`src/rtl/aif_pkg.sv`:
```
package aif_pkg;

  localparam int SPK_W  = 11;
  localparam int CODE_W = 5;

  // speaker bit positions inside the expanded mask
  localparam int SP_FL  = 0;
  localparam int SP_FR  = 1;
  localparam int SP_LFE = 2;
  localparam int SP_FC  = 3;
  localparam int SP_RL  = 4;
  localparam int SP_RR  = 5;
  localparam int SP_RC  = 6;
  localparam int SP_FLC = 7;
  localparam int SP_FRC = 8;
  localparam int SP_RLC = 9;
  localparam int SP_RRC = 10;

  typedef logic [SPK_W-1:0]  spk_mask_t;
  typedef logic [CODE_W-1:0] ca_code_t;

  typedef enum logic [0:0] {ST_IDLE = 1'b0, ST_WRITE = 1'b1} seq_state_t;

  // code held by priority position i of the search
  function automatic ca_code_t ca_order(input int i);
    ca_code_t c;
    case (i)
      0: c = 5'h00;
      1: c = 5'h01;
      2: c = 5'h02;
      3: c = 5'h08;
      4: c = 5'h09;
      5: c = 5'h0A;
      6: c = 5'h0B;
      7: c = 5'h0F;
      8: c = 5'h13;
      default: begin
        if (i < 14)      c = CODE_W'(i - 6);
        else if (i < 17) c = CODE_W'(i - 2);
        else if (i < 20) c = CODE_W'(i - 1);
        else             c = CODE_W'(i);
      end
    endcase
    return c;
  endfunction

  // speakers occupied by an allocation code
  function automatic spk_mask_t ca_mask(input ca_code_t code);
    spk_mask_t m;
    m = '0;
    m[SP_FL]  = 1'b1;
    m[SP_FR]  = 1'b1;
    m[SP_LFE] = code[0];
    m[SP_FC]  = code[1];
    case (code[4:2])
      3'd1: m[SP_RC] = 1'b1;
      3'd2: begin m[SP_RL] = 1'b1; m[SP_RR] = 1'b1; end
      3'd3: begin m[SP_RL] = 1'b1; m[SP_RR] = 1'b1; m[SP_RC] = 1'b1; end
      3'd4: begin m[SP_RL] = 1'b1; m[SP_RR] = 1'b1; m[SP_RLC] = 1'b1; m[SP_RRC] = 1'b1; end
      3'd5: begin m[SP_FLC] = 1'b1; m[SP_FRC] = 1'b1; end
      3'd6: begin m[SP_FLC] = 1'b1; m[SP_FRC] = 1'b1; m[SP_RC] = 1'b1; end
      3'd7: begin m[SP_FLC] = 1'b1; m[SP_FRC] = 1'b1; m[SP_RL] = 1'b1; m[SP_RR] = 1'b1; end
      default: ;
    endcase
    return m;
  endfunction

  function automatic int mask_count(input spk_mask_t m);
    int n;
    n = 0;
    for (int k = 0; k < SPK_W; k++) n += int'(m[k]);
    return n;
  endfunction

endpackage

```
`src/rtl/aif_spk_expand.sv`:
```
module aif_spk_expand
  import aif_pkg::*;
(
  input  logic [7:0] byte_i,
  output spk_mask_t  mask_o
);

  always_comb begin
    mask_o         = '0;
    mask_o[SP_FL]  = byte_i[0];
    mask_o[SP_FR]  = byte_i[0];
    mask_o[SP_LFE] = byte_i[1];
    mask_o[SP_FC]  = byte_i[2];
    mask_o[SP_RL]  = byte_i[3];
    mask_o[SP_RR]  = byte_i[3];
    mask_o[SP_RC]  = byte_i[4];
    mask_o[SP_FLC] = byte_i[5];
    mask_o[SP_FRC] = byte_i[5];
    mask_o[SP_RLC] = byte_i[6];
    mask_o[SP_RRC] = byte_i[6];
    // byte_i[7] names no speaker
  end

endmodule

```
`src/rtl/aif_ca_search.sv`:
```
module aif_ca_search
  import aif_pkg::*;
#(
  parameter int CH_W   = 4,
  parameter int NUM_CA = 32
) (
  input  logic [CH_W-1:0] chan_i,
  input  spk_mask_t       sink_i,
  output ca_code_t        code_o
);

  logic [NUM_CA-1:0] hit;
  ca_code_t          code_tab [NUM_CA];

  for (genvar g = 0; g < NUM_CA; g++) begin : g_entry
    localparam ca_code_t  ENT_CODE = ca_order(g);
    localparam spk_mask_t ENT_MASK = ca_mask(ENT_CODE);
    localparam int        ENT_CNT  = mask_count(ENT_MASK);
    assign code_tab[g] = ENT_CODE;
    assign hit[g]      = (int'(chan_i) == ENT_CNT) && ((ENT_MASK & sink_i) == ENT_MASK);
  end

  // lowest priority position wins
  always_comb begin
    code_o = '0;
    for (int i = NUM_CA - 1; i >= 0; i--) begin
      if (hit[i]) code_o = code_tab[i];
    end
    if (chan_i <= CH_W'(2)) code_o = '0;
  end

endmodule

```
`src/rtl/aif_word_pack.sv`:
```
module aif_word_pack
  import aif_pkg::*;
#(
  parameter logic [7:0]  HDR_TYPE  = 8'h84,
  parameter logic [7:0]  HDR_VER   = 8'h01,
  parameter logic [7:0]  HDR_LEN   = 8'h0A,
  parameter logic [31:0] DP_HEADER = 32'h001B_8400,
  parameter int          IDX_W     = 3
) (
  input  logic             dp_i,
  input  logic [2:0]       ch_m1_i,
  input  ca_code_t         code_i,
  input  logic [IDX_W-1:0] slot_i,
  output logic [31:0]      hdr_o,
  output logic [31:0]      pay1_o,
  output logic [31:0]      pay2_o,
  output logic [31:0]      word_o
);

  logic [7:0] partial_sum;
  logic [7:0] cksum;

  assign partial_sum = HDR_TYPE + HDR_VER + HDR_LEN + {5'd0, ch_m1_i} + {3'd0, code_i};
  assign cksum       = 8'd0 - partial_sum;

  always_comb begin
    if (dp_i) begin
      hdr_o  = DP_HEADER;
      pay1_o = {3'd0, code_i, 21'd0, ch_m1_i};
      pay2_o = '0;
    end else begin
      hdr_o  = {8'h00, HDR_LEN, HDR_VER, HDR_TYPE};
      pay1_o = {21'd0, ch_m1_i, cksum};
      pay2_o = {24'd0, 3'd0, code_i};
    end
  end

  always_comb begin
    case (slot_i)
      IDX_W'(0): word_o = hdr_o;
      IDX_W'(1): word_o = pay1_o;
      IDX_W'(2): word_o = pay2_o;
      default:   word_o = '0;
    endcase
  end

endmodule

```
`src/rtl/aif_seq.sv`:
```
module aif_seq
  import aif_pkg::*;
#(
  parameter int NUM_SLOTS = 8,
  localparam int IDX_W    = $clog2(NUM_SLOTS)
) (
  input  logic             clk,
  input  logic             rst_n,
  input  logic             start_i,
  input  logic             ready_i,
  output logic             accept_o,
  output logic             busy_o,
  output logic             valid_o,
  output logic [IDX_W-1:0] slot_o,
  output logic             done_o,
  output logic             dip_en_o,
  output logic             dip_freq_o
);

  localparam logic [IDX_W-1:0] LAST_SLOT = IDX_W'(NUM_SLOTS - 1);

  seq_state_t       state_q;
  logic [IDX_W-1:0] slot_q;
  logic             done_q, en_q, freq_q;
  logic             xfer;

  assign accept_o = start_i && (state_q == ST_IDLE);
  assign busy_o   = (state_q == ST_WRITE);
  assign valid_o  = busy_o;
  assign slot_o   = slot_q;
  assign done_o   = done_q;
  assign dip_en_o = en_q;
  assign dip_freq_o = freq_q;
  assign xfer     = valid_o && ready_i;

  always_ff @(posedge clk or negedge rst_n) begin
    if (!rst_n) begin
      state_q <= ST_IDLE;
      slot_q  <= '0;
      done_q  <= 1'b0;
      en_q    <= 1'b0;
      freq_q  <= 1'b0;
    end else begin
      done_q <= 1'b0;
      case (state_q)
        ST_IDLE: begin
          if (start_i) begin
            state_q <= ST_WRITE;
            slot_q  <= '0;
            en_q    <= 1'b0;
            freq_q  <= 1'b0;
          end
        end
        default: begin
          if (xfer) begin
            if (slot_q == LAST_SLOT) begin
              state_q <= ST_IDLE;
              slot_q  <= '0;
              done_q  <= 1'b1;
              en_q    <= 1'b1;
              freq_q  <= 1'b1;
            end else begin
              slot_q <= slot_q + 1'b1;
            end
          end
        end
      endcase
    end
  end

  AST_STALL_HOLD: assert property (@(posedge clk) disable iff (!rst_n)
    valid_o && !ready_i |=> valid_o && $stable(slot_o));
  AST_SLOT_STEP: assert property (@(posedge clk) disable iff (!rst_n)
    xfer && (slot_o != LAST_SLOT) |=> valid_o && (slot_o == $past(slot_o) + 1'b1));
  AST_CTRL_LOW_BUSY: assert property (@(posedge clk) disable iff (!rst_n)
    busy_o |-> !dip_en_o && !dip_freq_o);
  AST_DONE_CTRL: assert property (@(posedge clk) disable iff (!rst_n)
    done_o |-> dip_en_o && dip_freq_o && !busy_o);
  AST_LAST_ENDS: assert property (@(posedge clk) disable iff (!rst_n)
    xfer && (slot_o == LAST_SLOT) |=> done_o && !busy_o);

endmodule

```
`src/rtl/aif_infoframe_builder.sv`:
```
module aif_infoframe_builder
  import aif_pkg::*;
#(
  parameter int          CH_W      = 4,
  parameter int          NUM_SLOTS = 8,
  parameter logic [31:0] DP_HEADER = 32'h001B_8400,
  localparam int         IDX_W     = $clog2(NUM_SLOTS)
) (
  input  logic             clk,
  input  logic             rst_n,
  input  logic             start_i,
  input  logic [CH_W-1:0]  chan_count_i,
  input  logic [7:0]       spk_alloc_i,
  input  logic             dp_mode_i,
  output logic             busy_o,
  output logic [7:0]       alloc_code_o,
  output logic             word_valid_o,
  input  logic             word_ready_i,
  output logic [IDX_W-1:0] word_slot_o,
  output logic [31:0]      word_data_o,
  output logic             done_o,
  output logic             ctrl_dip_en_o,
  output logic             ctrl_dip_freq_o
);

  logic [CH_W-1:0] chan_q;
  logic [7:0]      spk_q;
  logic            dp_q;
  logic            accept;
  spk_mask_t       sink_mask;
  ca_code_t        code;
  logic [CH_W-1:0] ch_m1;
  logic [31:0]     hdr_w, pay1_w, pay2_w;

  always_ff @(posedge clk or negedge rst_n) begin
    if (!rst_n) begin
      chan_q <= '0;
      spk_q  <= '0;
      dp_q   <= 1'b0;
    end else if (accept) begin
      chan_q <= chan_count_i;
      spk_q  <= spk_alloc_i;
      dp_q   <= dp_mode_i;
    end
  end

  aif_spk_expand u_expand (
    .byte_i (spk_q),
    .mask_o (sink_mask)
  );

  aif_ca_search #(.CH_W(CH_W), .NUM_CA(32)) u_search (
    .chan_i (chan_q),
    .sink_i (sink_mask),
    .code_o (code)
  );

  assign ch_m1 = chan_q - 1'b1;

  aif_word_pack #(.DP_HEADER(DP_HEADER), .IDX_W(IDX_W)) u_pack (
    .dp_i    (dp_q),
    .ch_m1_i (ch_m1[2:0]),
    .code_i  (code),
    .slot_i  (word_slot_o),
    .hdr_o   (hdr_w),
    .pay1_o  (pay1_w),
    .pay2_o  (pay2_w),
    .word_o  (word_data_o)
  );

  aif_seq #(.NUM_SLOTS(NUM_SLOTS)) u_seq (
    .clk        (clk),
    .rst_n      (rst_n),
    .start_i    (start_i),
    .ready_i    (word_ready_i),
    .accept_o   (accept),
    .busy_o     (busy_o),
    .valid_o    (word_valid_o),
    .slot_o     (word_slot_o),
    .done_o     (done_o),
    .dip_en_o   (ctrl_dip_en_o),
    .dip_freq_o (ctrl_dip_freq_o)
  );

  assign alloc_code_o = {3'd0, code};

  logic [7:0] frame_sum;
  always_comb begin
    frame_sum = '0;
    for (int b = 0; b < 4; b++) begin
      frame_sum = frame_sum + hdr_w[b*8 +: 8] + pay1_w[b*8 +: 8] + pay2_w[b*8 +: 8];
    end
  end

  AST_CKSUM_ZERO: assert property (@(posedge clk) disable iff (!rst_n)
    word_valid_o && !dp_q |-> frame_sum == 8'd0);
  AST_PAD_ZERO: assert property (@(posedge clk) disable iff (!rst_n)
    word_valid_o && (word_slot_o > IDX_W'(2)) |-> word_data_o == 32'd0);
  AST_STEREO_CODE: assert property (@(posedge clk) disable iff (!rst_n)
    busy_o && (chan_q <= CH_W'(2)) |-> alloc_code_o == 8'd0);
  AST_CODE_FITS: assert property (@(posedge clk) disable iff (!rst_n)
    busy_o && (alloc_code_o != 8'd0) |->
      ((ca_mask(alloc_code_o[4:0]) & sink_mask) == ca_mask(alloc_code_o[4:0])) &&
      (mask_count(ca_mask(alloc_code_o[4:0])) == int'(chan_q)));
  AST_BUSY_IGNORE: assert property (@(posedge clk) disable iff (!rst_n)
    busy_o |=> $stable(chan_q) && $stable(spk_q) && $stable(dp_q));

endmodule

```
`config.mk`:
```
export PLATFORM = sky130hd
export DESIGN_NAME = aif_infoframe_builder
export DESIGN_NICKNAME = d
export VERILOG_FILES = /design/src/rtl/aif_pkg.sv /design/src/rtl/aif_spk_expand.sv /design/src/rtl/aif_ca_search.sv /design/src/rtl/aif_word_pack.sv /design/src/rtl/aif_seq.sv /design/src/rtl/aif_infoframe_builder.sv
export SDC_FILE = /design/constraint.sdc
export NUM_CORES = 1
export LEC_CHECK = 0
export BUFFER_PORTS_ARGS = -buffer_cell sky130_fd_sc_hd__buf_2
export CAP_MARGIN = 20
export CORE_MARGIN = 4
export CORE_UTILIZATION = 24
export DETAILED_ROUTE_END_ITERATION = 8
export GPL_TIMING_DRIVEN = 0
export SETUP_SLACK_MARGIN = 0.5
export SYNTH_ARGS = -nofsm -noshare
export SYNTH_HDL_FRONTEND = slang
export SYNTH_SLANG_ARGS = --single-unit
```
`constraint.sdc`:
```
create_clock -name clk -period 11.7 [get_ports clk]
set_input_delay 1.755 -clock clk [delete_from_list [all_inputs] [get_ports clk]]
set_output_delay 1.755 -clock clk [all_outputs]
set_load 0.05 [all_outputs]
```
==> summary.txt, run 1 <==
Run status
  • Run status: finished clean

Place
  • Routability Congestion: a little under 1
  • Placed wire-length estimate: roughly 5800 um
  • Buffers on Ports: 49

GRT
  • GR Overflow Total: 0
  • Antenna violations before repair: 0
  • Pin count of the biggest net entering global routing: 19
  • Global-route wire length before repair: around 12,000 um
  • Global-route usage over all layers: about an eighth
  • Vias in the first global route: 2,337

Power
  • Power density over cell area: around 300 mW/mm2
  • Leakage power total: approximately 1.3 nW
  • IR drop worst, VDD: about 110 uV

Critical path
  • Crit path required time: about 10 ns
  • Depth of the most critical reg-to-reg path: 4
  • Worst setup SP type: flip-flop
  • Critical-path top delay cell: dfrtp_1
  • Worst EP arrival: 4.82 ns
  • Critical path's largest stage delay: between 0.4 and 0.5 ns
  • Critical path, cell by cell: inv_1 > ha_1 > clkbuf_1 > inv_1 > nor3_1 > a211o_1 > o21ai_0 > a21bo_2 > a21oi_1 > or2_2 > ha_1 > ha_1 > nand3_1 > or3_1 > mux2i_1 > nor4_1 > o31ai_2 > buf_2
  • CP max FO: 10
  • Kind of critical path: flip-flop to output pin
  • Element type at the critical path end: output pin
  • Cell with the most instances on the worst path: ha_1

Timing
  • Clock skew after layout: 0.00118 ns
  • Setup total negative slack: 0 ns
  • Endpoints failing setup: 0
  • Time the worst path needs with I/O delays and setup: roughly 6.6 ns
  • Worst Tran Pin Value: 0.540 ns
  • Final worst path period share: between 50% and 60%
  • Max-slew violation count: 0
  • Setup repair after global routing missed its margin: false
  • Relative max-transition margin: 64.0%
  • Final hold vios: 0
  • Maximum clock rate: 152 MHz

Routing
  • Mean number of vias per cell: 4.82
  • 1st-pass router iterations: 4
  • Routed via count: ~2,400
  • Remaining DRCs: 0
  • Post-route ant nets: 0
  • Total wire length after detailed routing: between 7000 and 8000 um
  • Detailed router's first-iteration violation count: approximately 220
  • Average wire per cell in the routed design: approximately 15 um

Logic synthesis
  • Largest cells by area after synthesis: dfrtp_1 (20%), ha_1 (9.3%), buf_4 (6.6%)
  • Post-synth EDFFs: 0
  • Netlist area before placement: roughly 0.0023 mm2
  • Total of warnings raised by yosys: 0
  • Area leader, netlist: dfrtp_1
  • Commonest cells post-synth: nand2_1 (27), nor2_1 (22), buf_4 (20), inv_1 (20), dfrtp_1 (18)
  • FFs w/ async S/R, synth: between 90% and 100%
  • Library cells used by synthesis: ~70
  • Average footprint of a synthesized cell: just under 8 um2
  • Portion of synthesized cell area occupied by the leading cell type: between 10% and 20%
  • Flop and latch count out of synthesis: 18
  • Sequential-to-total area share from yosys stat: around a fifth
  • Main flop type after synthesis: dfrtp_1
  • Count of mapped cells out of synthesis: about 300
  • Cell with the most instances after synthesis: nand2_1

Finish
  • Area delta synth->final: 22.3%
  • Layout cells sized above 1: about 28%
  • Core utilization of the finished layout: a little over 30%
  • Ant diodes: 0
  • Post-layout net count: 399

Min path
  • Worst hold path class: flip-flop to flip-flop
  • Worst hold path stage count: 2

Floorplan
  • Total core area: 0.00928 mm2
  • Row Count: 35
  • Initial standard-cell utilization of the core: 24.7%
  • Die area: 0.0112 mm2
  • Horizontal extent of the die: around 110 um
  • Boundary Pins: 65
  • Die span in y: approximately 110 um

Clock tree
  • Cell at the root of the clock tree: clkbuf_8
  • Hold-fix buffers, CTS: 0
  • Clock latency on the worst-skew pair: 0.25 ns
  • Maximum buffer depth of the clock tree: 2
  • Clock tree from TritonCTS: built
  • CTS clock-pin slew for the worst setup and hold paths: about 0.070 ns
  • CTS Buf Count: 3
  • Post-CTS setup buffer count: 0
  • CTS H-tree depth: 1
  • Post-cts gate resize count: 0
  • Clock Sinks: 18

Job
  • # Max-Cap Violations: 0
final cells by class:
class                   instances  area (um2)
inverters                      20        75.1
multi-input cells             239        1600
clock buffers                   4        55.1
flip-flops and latches         18         450
fillers                      1056        6480
well taps                     129         161
repair buffers                 49         245
plain buffers                  33         214
report_power, final:
part / internal, mW / switching, mW
clock network: 0.0299 / 0.0204
registers: 0.0901 / 0.0314
logic: 0.208 / 0.451
logic make-up (layout without fill, tap and decap cells):
kind of cell | Yosys count | count (layout) | share of synthesized area (%)
multiplexers | 9 | 9 | 4.32
flip-flops | 18 | 18 | 19.7
other | 1 | 14 | 0.164
XOR/XNOR | 2 | 2 | 0.765
buffers and inverters | 53 | 106 | 12.6
adder cells (fa/ha/maj) | 18 | 18 | 10.2
AND/OR/NAND/NOR | 122 | 122 | 28.6
AO/OA/AOI/OAI | 74 | 74 | 23.7
metal layers:
layer / part of all wire (%) / GRT usage (%) / wire, um / vias to the layer above
li1: - / - / - / 1180
met1: 48 / 17.7 / 3420 / 1093
met2: 45 / 20.4 / 3210 / 88
met3: 6.7 / 1.59 / 482 / 10
met4: 0.97 / 3.33 / 70 / 0
met5: 0 / 0 / 0 / -
flip-flops by register name, indices dropped and copies added, names as in the netlist:
register        flops
u_seq.slot_o        3
chan_q              4
spk_q               7
dp_q                1
u_seq.busy_o        1
u_seq.done_o        1
u_seq.dip_en_o      1
placed cells by master, fill, tap and decap left out, types with 3 or more instances in the layout:
master,instances
buf_2,55
nand2_1,27
nor2_1,22
inv_1,20
buf_4,20
dfrtp_1,18
ha_1,17
o21ai_0,14
conb_1,14
a21oi_1,12
nor3_1,10
nand3_1,10
and2_1,7
mux2_2,7
or3_1,6
clkbuf_1,6
nand4_1,5
o22ai_1,5
nand3b_1,4
nand4b_1,4
a32o_1,4
nor4_1,4
nor2b_1,4
clkbuf_8,4
a211oi_1,3
or2_2,3
and3_1,3
a21o_1,3
metrics by stage:
stage          cell area [um2]  power [mW]  std cells  setup slack (ns)  hold WS [ns]
4_1_cts                   2800       0.832        492              5.15         0.578
2_1_floorplan             2340       0.627        310              5.77         0.555
6_report                  2800       0.830        492              5.12         0.566
5_1_grt                   2800       0.902        492              4.90         0.610
3_3_place_gp              2750       0.777        488              5.50         0.534
3_5_place_dp              2750       0.778        488              5.45         0.559
worst paths after layout:
path	start	end	slack, ns
max reg2reg	u_seq.busy_o	chan_q[1]	10.07
max	chan_q[0]	word_data_o[4]	5.12
min	u_seq.dip_en_o	u_seq.dip_en_o	0.57
min in group asynchronous	rst_n	u_seq.busy_o	1.43
max in group asynchronous	rst_n	spk_q[2]	9.98
min reg2reg	u_seq.dip_en_o	u_seq.dip_en_o	0.57
critical path: cells and delay by family (launching register included):
family | cells | cell delay, ns
AO/OA/AOI/OAI | 5 | 1.05
multiplexers | 1 | 0.20
adder cells (fa/ha/maj) | 3 | 0.77
AND/OR/NAND/NOR | 5 | 0.94
buffers and inverters | 4 | 1.20
flip-flops | 1 | 0.43
Note: power is estimated with default switching activity, not from simulation.
==> run 2, diff against run 1 <==
Settings changed: ABC_AREA set to 1.
Clock period 11.7 ns to 6.2 ns, I/O delays scaled along.
==> summary.txt, run 2 <==
Logic synthesis
  • Portion of synthesized cell area occupied by the leading cell type: a little under a quarter
  • Flop and latch count out of synthesis: 18
  • Fraction of the mapped netlist area in compound gates: 9.96%
  • Netlist area before placement: between 0.0015 and 0.002 mm2
  • Largest family of logic cells by synthesized area: simple AND/OR/NAND/NOR gates
  • Basic-gate share of the synthesized area counting and, or, nand and nor cells: 36.1%
  • Count of mapped cells out of synthesis: 324
  • Cell with the most instances after synthesis: nand2_1
  • Total of warnings raised by yosys: 0
  • Average footprint of a synthesized cell: 6.12 um2
  • Main flop type after synthesis: dfrtp_1
  • Post-synthesis mux area share: 0%
  • Xor/xnor cell area share of the yosys netlist: 1.32%
  • Library cells used by synthesis: 28
  • Area leader, netlist: dfrtp_1
  • Post-synth EDFFs: 0
  • Sequential-to-total area share from yosys stat: 22.7%
  • FFs w/ async S/R, synth: 100%
  • Adder-cell share of the synthesized area: between 10% and 20%
  • Largest cells by area after synthesis: dfrtp_1 (23%), nand2_1 (17%), ha_1 (11%)
  • Commonest cells post-synth: nand2_1 (89), inv_1 (53), nor2_1 (45)

Timing
  • Final worst path period share: around 80%
  • Worst Tran Pin Value: about 0.52 ns
  • Clock skew after layout: just over 0.005 ns
  • Relative max-transition margin: 65.1%
  • Maximum clock rate: 201 MHz
  • Max-slew violation count: 0
  • Time the worst path needs with I/O delays and setup: 4.97 ns
  • Setup total negative slack: 0 ns
  • Post-layout worst setup margin: 1.23 ns
  • Final hold vios: 0
  • Setup repair after global routing missed its margin: false
  • Endpoints failing setup: 0

Critical path
  • Cell with the most instances on the worst path: nand2_1
  • Worst setup SP type: flip-flop
  • Terminus of the critical flop-to-flop path: dp_q
  • Element type at the critical path end: output pin
  • Setup slack on the worst flop-to-flop path: 4.88 ns
  • Worst EP arrival: approximately 4.0 ns
  • Critical path launch point: chan_q[0]
  • Crit path required time: about 5.3 ns
  • Cell class contributing the biggest share of worst-path delay: adder cells
  • FF-to-FF Start: u_seq.busy_o
  • Depth of the most critical reg-to-reg path: 4
  • Kind of critical path: flip-flop to output pin
  • Count of buffering cells on the critical path with inverters included: 4
  • Crit path capture: word_data_o[3]
  • Critical-path top delay cell: dfrtp_1
  • Crit. path cell count: 24
  • CP max FO: 6
  • Critical path, cell by cell: inv_1 > ha_1 > nand2_2 > nor2_4 > nand2_1 > a31oi_1 > o21ai_0 > a21oi_1 > o21ai_0 > nand2_1 > nand2_1 > nand2_1 > nand4_1 > nand2_1 > nand2_1 > nand2_1 > inv_1 > ha_1 > inv_1 > ha_1 > fa_1 > xnor2_1 > o22ai_1 > buf_2
  • Critical path's largest stage delay: approximately 0.42 ns

Routing
  • Post-route ant nets: 0
  • Mean number of vias per cell: ~4.3
  • 1st-pass router iterations: 4
  • Detailed router's first-iteration violation count: 93
  • Average wire per cell in the routed design: 11.0 um
  • Remaining DRCs: 0
  • Total wire length after detailed routing: roughly 5400 um
  • Routed via count: 2,103

Finish
  • Post-layout net count: between 400 and 500
  • Layout cells sized above 1: about a fifth
  • Most used cells in the layout excluding fill and tap cells: nand2_1 (89), inv_1 (53), buf_2 (50)
  • Flip-flop count of the largest register, all copies and words added: 7
  • Area delta synth->final: 24.0%
  • Commonest non-fill, non-tap cell in the layout: nand2_1
  • Ant diodes: 0
  • Core utilization of the finished layout: between 30% and 40%
  • Register bank with the most flops: spk_q

GRT
  • Antenna violations before repair: 0
  • Global-route wire length before repair: about 9000 um
  • Pin count of the biggest net entering global routing: 19
  • Vias in the first global route: just under 2,000
  • GR Overflow Total: 0
  • Global-route usage over all layers: approximately 11%

Place
  • Buffers on Ports: 49
  • Routability Congestion: between 0.8 and 0.9
  • Pre-CTS setup slack: between 1.5 and 2 ns
  • Placed wire-length estimate: 4680 um

Clock tree
  • CTS clock-pin slew for the worst setup and hold paths: roughly 0.07 ns
  • Post-cts gate resize count: 0
  • Hold-fix buffers, CTS: 0
  • Clock latency on the worst-skew pair: about 0.26 ns
  • CTS H-tree depth: 1
  • Clock Sinks: 18
  • Cell at the root of the clock tree: clkbuf_8
  • CTS Buf Count: 3
  • Clock tree from TritonCTS: built
  • Maximum buffer depth of the clock tree: 2
  • Post-CTS setup buffer count: 0

Floorplan
  • Die area: slightly below 0.01 mm2
  • Initial standard-cell utilization of the core: 25.2%
  • Total core area: around 0.0079 mm2
  • Die span in y: about 100 um
  • Row Count: 32
  • Boundary Pins: 65
  • Horizontal extent of the die: 98.9 um

Power
  • Total power: 1.26 mW
  • Leakage power total: 1.43 nW
  • Power density over cell area: 513 mW/mm2
  • IR drop worst, VDD: roughly 190 uV

Min path
  • Worst hold path class: flip-flop to flip-flop

Run status
  • Run status: finished clean

Job
  • # Max-Cap Violations: 0
==> run 2: final cells by class <==
type	instances	area [um2]
buffer	22	155
clock buffer	4	55.1
fill	894	5430
inverter	54	203
multi-input combinational	243	1220
sequential	18	450
tap	102	128
timing repair buffer	49	245
==> run 2: how the worst min path moves through the flow <==
stage	startpoint	end	slack [ns]	cells after the start
6_report	u_seq.dip_en_o	u_seq.dip_en_o	0.55	2
5_1_grt	u_seq.dip_en_o	u_seq.dip_en_o	0.58	2
4_1_cts	u_seq.dip_en_o	u_seq.dip_en_o	0.54	2
3_5_place_dp	u_seq.dip_en_o	u_seq.dip_en_o	0.52	2
3_3_place_gp	u_seq.dip_en_o	u_seq.dip_en_o	0.52	2
2_1_floorplan	spk_q[1]	spk_q[1]	0.48	2
==> run 2: tightest hold or removal path, cell delays in order, from the launching register on <==
cell and delay, ns:
dfrtp_1 0.38, nand2_1 0.06, o21ai_0 0.07
==> run 2: kinds of logic (layout without fill, tap and decap cells) <==
kind of cell	Yosys count	count (layout)
fa+ha+maj	18	18
compound gates	36	36
xor+xnor	3	3
other cells	1	14
simple gates	172	172
buf+inv	76	129
flops	18	18
==> run 2: routing by layer <==
metal / wire [um] / track usage, %
met1: 2700 / 15.3
met2: 2340 / 17.3
met3: 334 / 1.27
met4: 53 / 2.52
met5: 0 / 0
==> run 2: power by group <==
group	switching, mW	total [mW]	internal, mW
combinational	0.678	0.936	0.258
clock	0.0393	0.0957	0.0565
sequential	0.0608	0.231	0.171
==> run 2: per-stage QoR <==
| step | hold slack [ns] | instance area (um2) | std cells |
|---|---|---|---|
| 5_1_grt | 0.577 | 2460 | 492 |
| 6_report | 0.552 | 2460 | 492 |
| 2_1_floorplan | 0.485 | 2030 | 337 |
| 4_1_cts | 0.539 | 2460 | 492 |
| 3_3_place_gp | 0.522 | 2410 | 488 |
| 3_5_place_dp | 0.518 | 2410 | 488 |
